[src/rtl/i2c_rs_pkg.sv]
package i2c_rs_pkg;
    localparam int PTR_W = 8;
    typedef logic [PTR_W-1:0] ptr_t;

    typedef enum logic [2:0] {
        ST_IDLE, ST_RX, ST_RXDONE, ST_ACK, ST_TX, ST_MACK, ST_TXLD
    } st_e;

    typedef enum logic [1:0] {
        K_ID, K_WADR, K_WDATA
    } kind_e;

    typedef struct packed {
        st_e        st;
        kind_e      kind;
        logic [2:0] cnt;
        logic [7:0] sr;
        ptr_t       ptr;
        logic       sram;
        logic       rd;
        logic       dum_vld;
        logic       dum_sram;
        logic       oe;
    } ctl_t;
endpackage

[src/rtl/i2c_rs_sync.sv]
module i2c_rs_sync #(
    parameter int STAGES = 2
) (
    input  logic clk,
    input  logic rst_n,
    input  logic scl_in,
    input  logic sda_in,
    output logic scl_s,
    output logic sda_s,
    output logic scl_rise,
    output logic scl_fall,
    output logic start_det,
    output logic stop_det
);
    typedef struct packed {
        logic [STAGES-1:0] scl_p;
        logic [STAGES-1:0] sda_p;
        logic              scl_l;
        logic              sda_l;
    } sy_t;

    sy_t sy_d, sy_q;

    always_comb begin
        sy_d       = sy_q;
        sy_d.scl_p = {sy_q.scl_p[STAGES-2:0], scl_in};
        sy_d.sda_p = {sy_q.sda_p[STAGES-2:0], sda_in};
        sy_d.scl_l = sy_q.scl_p[STAGES-1];
        sy_d.sda_l = sy_q.sda_p[STAGES-1];
    end

    always_ff @(posedge clk or negedge rst_n) begin
        if (!rst_n) sy_q <= '1;
        else        sy_q <= sy_d;
    end

    assign scl_s     = sy_q.scl_p[STAGES-1];
    assign sda_s     = sy_q.sda_p[STAGES-1];
    assign scl_rise  = scl_s & ~sy_q.scl_l;
    assign scl_fall  = ~scl_s & sy_q.scl_l;
    assign start_det = scl_s & sy_q.scl_l & sy_q.sda_l & ~sda_s;
    assign stop_det  = scl_s & sy_q.scl_l & ~sy_q.sda_l & sda_s;
endmodule

[src/rtl/i2c_rs_regfile.sv]
module i2c_rs_regfile
    import i2c_rs_pkg::*;
#(
    parameter int CSR_LAST   = 19,
    parameter int SRAM_DEPTH = 64
) (
    input  logic       clk,
    input  logic       rst_n,
    input  logic       we,
    input  logic       sel_sram,
    input  ptr_t       addr,
    input  logic [7:0] wdata,
    output logic [7:0] rdata
);
    localparam int   CSR_DEPTH  = CSR_LAST + 1;
    localparam int   CSR_AW     = $clog2(CSR_DEPTH);
    localparam int   SRAM_AW    = $clog2(SRAM_DEPTH);
    localparam ptr_t CSR_LAST_P = ptr_t'(CSR_LAST);

    logic [7:0] csr_mem  [CSR_DEPTH];
    logic [7:0] sram_mem [SRAM_DEPTH];
    logic       csr_ok;

    assign csr_ok = (addr <= CSR_LAST_P);

    always_ff @(posedge clk or negedge rst_n) begin
        if (!rst_n) begin
            for (int i = 0; i < CSR_DEPTH; i++)  csr_mem[i]  <= '0;
            for (int j = 0; j < SRAM_DEPTH; j++) sram_mem[j] <= '0;
        end else if (we) begin
            if (sel_sram)    sram_mem[addr[SRAM_AW-1:0]] <= wdata;
            else if (csr_ok) csr_mem[addr[CSR_AW-1:0]]   <= wdata;
        end
    end

    always_comb begin
        rdata = '0;
        if (sel_sram)    rdata = sram_mem[addr[SRAM_AW-1:0]];
        else if (csr_ok) rdata = csr_mem[addr[CSR_AW-1:0]];
    end
endmodule

[src/rtl/i2c_rs_ctrl.sv]
module i2c_rs_ctrl
    import i2c_rs_pkg::*;
#(
    parameter logic [6:0] CSR_ID     = 7'b1101111,
    parameter logic [6:0] SRAM_ID    = 7'b1010111,
    parameter int         CSR_LAST   = 19,
    parameter int         SRAM_DEPTH = 64
) (
    input  logic       clk,
    input  logic       rst_n,
    input  logic       batt_mode,
    input  logic       sda_s,
    input  logic       scl_rise,
    input  logic       scl_fall,
    input  logic       start_det,
    input  logic       stop_det,
    input  logic [7:0] rdata,
    output logic       sda_oe,
    output ptr_t       ptr,
    output logic       sram_sel,
    output logic       we,
    output logic [7:0] wdata,
    output logic       adr_ld
);
    localparam ptr_t CSR_LAST_P = ptr_t'(CSR_LAST);
    localparam ptr_t SRAM_MASK  = ptr_t'(SRAM_DEPTH - 1);

    ctl_t       c_d, c_q;
    logic [6:0] id_w;
    logic       id_is_sram;
    logic       id_hit;

    function automatic ptr_t ptr_next(input ptr_t p, input logic in_sram);
        if (in_sram)              return (p + ptr_t'(1)) & SRAM_MASK;
        else if (p == CSR_LAST_P) return '0;
        else                      return p + ptr_t'(1);
    endfunction

    assign id_w       = c_q.sr[7:1];
    assign id_is_sram = (id_w == SRAM_ID);
    assign id_hit     = ((id_w == CSR_ID) || id_is_sram) &&
                        !(c_q.dum_vld && (id_is_sram != c_q.dum_sram));

    always_comb begin
        c_d    = c_q;
        we     = 1'b0;
        adr_ld = 1'b0;
        if (batt_mode) begin
            c_d.st      = ST_IDLE;
            c_d.oe      = 1'b0;
            c_d.dum_vld = 1'b0;
        end else if (stop_det) begin
            c_d.st      = ST_IDLE;
            c_d.oe      = 1'b0;
            c_d.dum_vld = 1'b0;
        end else if (start_det) begin
            c_d.st   = ST_RX;
            c_d.kind = K_ID;
            c_d.cnt  = '0;
            c_d.oe   = 1'b0;
        end else begin
            unique case (c_q.st)
                ST_IDLE: ;
                ST_RX: if (scl_rise) begin
                    c_d.sr = {c_q.sr[6:0], sda_s};
                    if (c_q.cnt == 3'd7) c_d.st  = ST_RXDONE;
                    else                 c_d.cnt = c_q.cnt + 3'd1;
                end
                ST_RXDONE: if (scl_fall) begin
                    unique case (c_q.kind)
                        K_ID: begin
                            if (id_hit) begin
                                c_d.oe   = 1'b1;
                                c_d.st   = ST_ACK;
                                c_d.sram = id_is_sram;
                                c_d.rd   = c_q.sr[0];
                            end else begin
                                c_d.st = ST_IDLE;
                            end
                        end
                        K_WADR: begin
                            c_d.oe       = 1'b1;
                            c_d.st       = ST_ACK;
                            c_d.ptr      = c_q.sr;
                            c_d.dum_vld  = 1'b1;
                            c_d.dum_sram = c_q.sram;
                            adr_ld       = 1'b1;
                        end
                        default: begin
                            c_d.oe = 1'b1;
                            c_d.st = ST_ACK;
                            we     = 1'b1;
                        end
                    endcase
                end
                ST_ACK: if (scl_fall) begin
                    c_d.oe  = 1'b0;
                    c_d.cnt = '0;
                    unique case (c_q.kind)
                        K_ID: begin
                            if (c_q.rd) begin
                                c_d.sr = rdata;
                                c_d.oe = ~rdata[7];
                                c_d.st = ST_TX;
                            end else begin
                                c_d.st   = ST_RX;
                                c_d.kind = K_WADR;
                            end
                        end
                        K_WADR: begin
                            c_d.st   = ST_RX;
                            c_d.kind = K_WDATA;
                        end
                        default: c_d.st = ST_IDLE;
                    endcase
                end
                ST_TX: if (scl_fall) begin
                    if (c_q.cnt == 3'd7) begin
                        c_d.oe  = 1'b0;
                        c_d.st  = ST_MACK;
                        c_d.ptr = ptr_next(c_q.ptr, c_q.sram);
                    end else begin
                        c_d.sr  = {c_q.sr[6:0], 1'b0};
                        c_d.oe  = ~c_q.sr[6];
                        c_d.cnt = c_q.cnt + 3'd1;
                    end
                end
                ST_MACK: if (scl_rise) begin
                    c_d.st = sda_s ? ST_IDLE : ST_TXLD;
                end
                ST_TXLD: if (scl_fall) begin
                    c_d.sr  = rdata;
                    c_d.oe  = ~rdata[7];
                    c_d.cnt = '0;
                    c_d.st  = ST_TX;
                end
                default: c_d.st = ST_IDLE;
            endcase
        end
    end

    always_ff @(posedge clk or negedge rst_n) begin
        if (!rst_n) begin
            c_q      <= '0;
            c_q.st   <= ST_IDLE;
            c_q.kind <= K_ID;
        end else begin
            c_q <= c_d;
        end
    end

    assign sda_oe   = c_q.oe;
    assign ptr      = c_q.ptr;
    assign sram_sel = c_q.sram;
    assign wdata    = c_q.sr;
endmodule

[src/rtl/i2c_regslave.sv]
module i2c_regslave
    import i2c_rs_pkg::*;
#(
    parameter logic [6:0] CSR_ID      = 7'b1101111,
    parameter logic [6:0] SRAM_ID     = 7'b1010111,
    parameter int         CSR_LAST    = 19,
    parameter int         SRAM_DEPTH  = 64,
    parameter int         SYNC_STAGES = 2
) (
    input  logic clk,
    input  logic rst_n,
    input  logic batt_mode,
    input  logic scl_in,
    input  logic sda_in,
    output logic sda_oe
);
    logic       scl_s, sda_s, scl_rise, scl_fall, start_det, stop_det;
    ptr_t       ptr;
    logic       sram_sel, we, adr_ld;
    logic [7:0] wdata, rdata;

    i2c_rs_sync #(.STAGES(SYNC_STAGES)) u_sync (
        .clk(clk), .rst_n(rst_n), .scl_in(scl_in), .sda_in(sda_in),
        .scl_s(scl_s), .sda_s(sda_s), .scl_rise(scl_rise), .scl_fall(scl_fall),
        .start_det(start_det), .stop_det(stop_det)
    );

    i2c_rs_ctrl #(
        .CSR_ID(CSR_ID), .SRAM_ID(SRAM_ID),
        .CSR_LAST(CSR_LAST), .SRAM_DEPTH(SRAM_DEPTH)
    ) u_ctrl (
        .clk(clk), .rst_n(rst_n), .batt_mode(batt_mode), .sda_s(sda_s),
        .scl_rise(scl_rise), .scl_fall(scl_fall), .start_det(start_det),
        .stop_det(stop_det), .rdata(rdata), .sda_oe(sda_oe), .ptr(ptr),
        .sram_sel(sram_sel), .we(we), .wdata(wdata), .adr_ld(adr_ld)
    );

    i2c_rs_regfile #(.CSR_LAST(CSR_LAST), .SRAM_DEPTH(SRAM_DEPTH)) u_regs (
        .clk(clk), .rst_n(rst_n), .we(we), .sel_sram(sram_sel),
        .addr(ptr), .wdata(wdata), .rdata(rdata)
    );
endmodule

[config.mk]
export PLATFORM = sky130hd
export DESIGN_NAME = i2c_regslave
export DESIGN_NICKNAME = d
export VERILOG_FILES = /design/src/rtl/i2c_rs_pkg.sv /design/src/rtl/i2c_rs_sync.sv /design/src/rtl/i2c_rs_regfile.sv /design/src/rtl/i2c_rs_ctrl.sv /design/src/rtl/i2c_regslave.sv
export SDC_FILE = /design/constraint.sdc
export NUM_CORES = 1
export LEC_CHECK = 0
export ABC_CLOCK_PERIOD_IN_PS = 7600
export BUFFER_PORTS_ARGS = -buffer_cell sky130_fd_sc_hd__clkbuf_2
export CAP_MARGIN = 10
export CORE_MARGIN = 1.5
export CORE_UTILIZATION = 50
export CTS_CLUSTER_DIAMETER = 80
export DETAILED_ROUTE_END_ITERATION = 6
export PLACE_DENSITY = 0.65
export SYNTH_ARGS = -nofsm -noshare
export SYNTH_HDL_FRONTEND = slang
export SYNTH_SLANG_ARGS = --single-unit
[constraint.sdc]
create_clock -name clk -period 7.6 [get_ports clk]
set_clock_uncertainty 0.1 [all_clocks]
set_input_delay 1.14 -clock clk [delete_from_list [all_inputs] [get_ports clk]]
set_output_delay 1.14 -clock clk [all_outputs]
set_load 0.01 [all_outputs]
==> results.toml <==
[drt]
route.vias.total = 22380
final_antenna_net_count = 0
via_per_inst = 6.638
firstDrtPassIters = 6
first_iter_violations = 2411
remaining_drc_errors = 0
routed_wirelength_um = 99960
wire_per_inst_um = 29.65

[floorplan]
ios = 6
core_area_um2 = 65750
die_w_um = 260.5
std_cell_rows = 94
die-area_um2 = 67880
fp.dieH_um = 260.5
start_util_pct = 50.44

[critical_path]
critPathLaunchType = "register"
endpoint_kind = "register"
crit_fanout = 36
cp_data_arrival_time_ps = 5360
required_ps = 8000
criticalPathCategory = "register to register"

[cts]
post_cts_buffers = 0
post_cts_resized = 0
clock_sinks = 707
root_buffer = "clkbuf_16"
ctsHtreeMaxLevel = 3
ctsHoldBuffers = 0
clock_path_buffers = 3
clk_pin_slew_ps = 60
insertion_delay_ps = 640
cts_buffers = 76
cts_tree = "built"

[yosys]
synth-seq-area-share_pct = 53.37
syn_area_per_cell_um2 = 13.20
synth-edff-count = 0
syn_inst = 2513
synthArstFlopShare_pct = 100.0
synth_flop_cell = "dfrtp_1"
syn-num-nets = 2524
ys_seq_elements = 707
netlist_area_um2 = 33160
yosys_warnings = 0
synth.distinct_cells = 78

[grt]
grtUsageTotal_pct = 29.87
grt_pass1_vias = 22910
met2_usage_pct = 45.92
gr-usage-met3_pct = 6.478
antenna_found_initial = 1
grt.busiest_layer = "met2"
grt_overflow = 0
grt_pass1_wl_um = 150700
gr-usage-met1_pct = 41.19
grt_max_degree = 192

[timing]
slew_headroom_pct = 14.68
max_freq_mhz = 201.8
final_hold_viol_count = 0
slew_viol_final = 0
rsz0062_at_grt = "false"
setup-tns-final_ps = 0
setup_viol_count_final = 0
worst_pin_slew_ps = 1280
fin_crit_ps = 4956
finalCritPeriodShare_pct = 65.21

[layout]
finalNetCount = 2459
n_fill_cell = 5305
final_layout_size_suffix_gt1_share_pct = 39.85
num_antenna_cells = 0
area_growth_pct = 9.640

[pwr]
total_power_mw = 7.705
vdd_drop_max_uv = 120.0
leakage_nw = 17.30
power_density_nw_per_um2 = 211.9

[placed_design]
gp_congestion = 0.9153
port_buffers = 5
place.detailed.hpwl_um = 62000

[hold_path]
hold_path_class = "register to register"

[run]
maxCapViolations = 0

[run_status]
status = "finished, final reports clean"
==> state kept, by name (all words and copies together) (netlist names) <==
| name | flops |
|---|---|
| u_ctrl.sda_oe | 1 |
| u_sync.sy_d | 2 |
| u_sync.scl_s | 1 |
| u_ctrl.ptr | 8 |
| u_ctrl.sram_sel | 1 |
| u_regs.sram_mem | 512 |
| u_sync.sy_q | 2 |
| u_regs.csr_mem | 160 |
| u_sync.sda_s | 1 |
| u_ctrl.wdata | 8 |
| u_ctrl.c_q | 11 |
==> synthesized netlist by cell type (8+ instances only) <==
library cell  instances  area share (%)
a211oi_1             21            0.48
a21oi_1              37            0.56
a221o_1              15            0.45
a221oi_1             24            0.63
a22oi_1              11            0.25
a2bb2oi_1            14            0.37
and2_1               13            0.25
and3_1                8            0.15
buf_1                15            0.17
buf_2                38            0.57
clkbuf_1            140             1.6
dfrtp_1             701              53
inv_1                19            0.22
mux2_2              740              25
mux2i_1              72             2.2
mux4_2               33             2.2
nand2_1              99             1.1
nand2_2               8            0.15
nand2b_1             13            0.25
nand3_1              27            0.41
nor2_1               59            0.67
nor2b_1              23            0.43
nor3_1               21            0.32
nor3b_1              13            0.29
o211ai_1              8            0.18
o21ai_0              54            0.81
o221ai_1             56             1.5
o22a_1                8            0.21
o22ai_1              78             1.5
==> per-stage QoR <==
step	setup WS (ps)	util, %	hold slack [ps]	cells	instance area [µm²]
floorplan	4559	-	245.2	2513	33160
global placement	2944	51.59	247.4	3234	33920
detailed placement	2951	51.59	247.3	3234	33920
CTS	2938	55.30	255.5	3371	36360
global route	2751	55.30	257.4	3371	36360
finish	2644	55.30	253.9	3371	36360
==> metal layers <==
metal	share of wire [%]	wire length [µm]	up-vias
met4	4.1	4088	2
met3	8.5	8478	215
met5	0.011	11	-
li1	-	-	9301
met2	45	45330	1072
met1	42	42050	11790
==> where the power goes <==
group	internal [mW]	switching (mW)	total, mW
Clock	2.11	1.53	3.64
Sequential	3.78	0.0435	3.82
Combinational	0.0323	0.210	0.242
==> layout make-up <==
class	instances	area, µm²	share of cell area, %
tap	864	1081	2.973
clock inverter	25	244.0	0.6710
sequential	707	17730	48.75
clock buffer	112	2197	6.043
timing repair buffer	56	455.4	1.253
inverter	22	82.58	0.2271
multi-input combinational	1585	14570	40.08
==> final timing paths <==
path,from,end,slack [ps],cells after the start
worst min register to register,u_sync.sy_d[5],u_sync.scl_s,250,0
worst min-delay path,u_sync.sy_d[5],u_sync.scl_s,250,0
worst max-delay path,u_ctrl.ptr[1],u_ctrl.sda_oe,2640,7
max in group asynchronous,rst_n,u_regs.sram_mem[48],5340,2
worst max register to register,u_ctrl.ptr[1],u_ctrl.sda_oe,2640,7
min in group asynchronous,rst_n,u_regs.sram_mem[372],460,1
==> critical path, stage by stage, from the launching register on <==
cell       delay (ps)
dfrtp_4           680
buf_4             540
nand2_1           710
nor2_1           1130
a221oi_1          340
nor4_1            640
o32ai_1           420
o2bb2ai_1         220
==> cells in the final DEF (no fill, tap or decap), drive strengths merged, types with 8 or more instances in the layout <==
cell / Yosys / final
a211oi: 21 / 21
a21oi: 37 / 37
a221o: 15 / 15
a221oi: 24 / 24
a22oi: 11 / 11
a2bb2oi: 14 / 14
and2: 14 / 14
and3: 8 / 8
buf: 59 / 52
clkbuf: 140 / 116
clkinv: 3 / 21
dfrtp: 701 / 701
inv: 19 / 22
mux2: 744 / 744
mux2i: 72 / 72
mux4: 33 / 33
nand2: 107 / 107
nand2b: 13 / 13
nand3: 27 / 27
nor2: 67 / 67
nor2b: 23 / 23
nor3: 24 / 24
nor3b: 13 / 13
o211ai: 8 / 8
o21ai: 55 / 55
o221ai: 56 / 56
o22a: 8 / 8
o22ai: 78 / 78
==> cell families after synthesis <==
group / synth area share (%)
multiplexers: 29.68
flip-flops: 53.37
AO/OA/AOI/OAI: 8.863
AND/OR/NAND/NOR: 5.094
buffers and inverters: 2.713
adder cells (fa/ha/maj): 0.2264
XOR/XNOR: 0.05283
No activity file was read; power rests on OpenSTA's default activity.
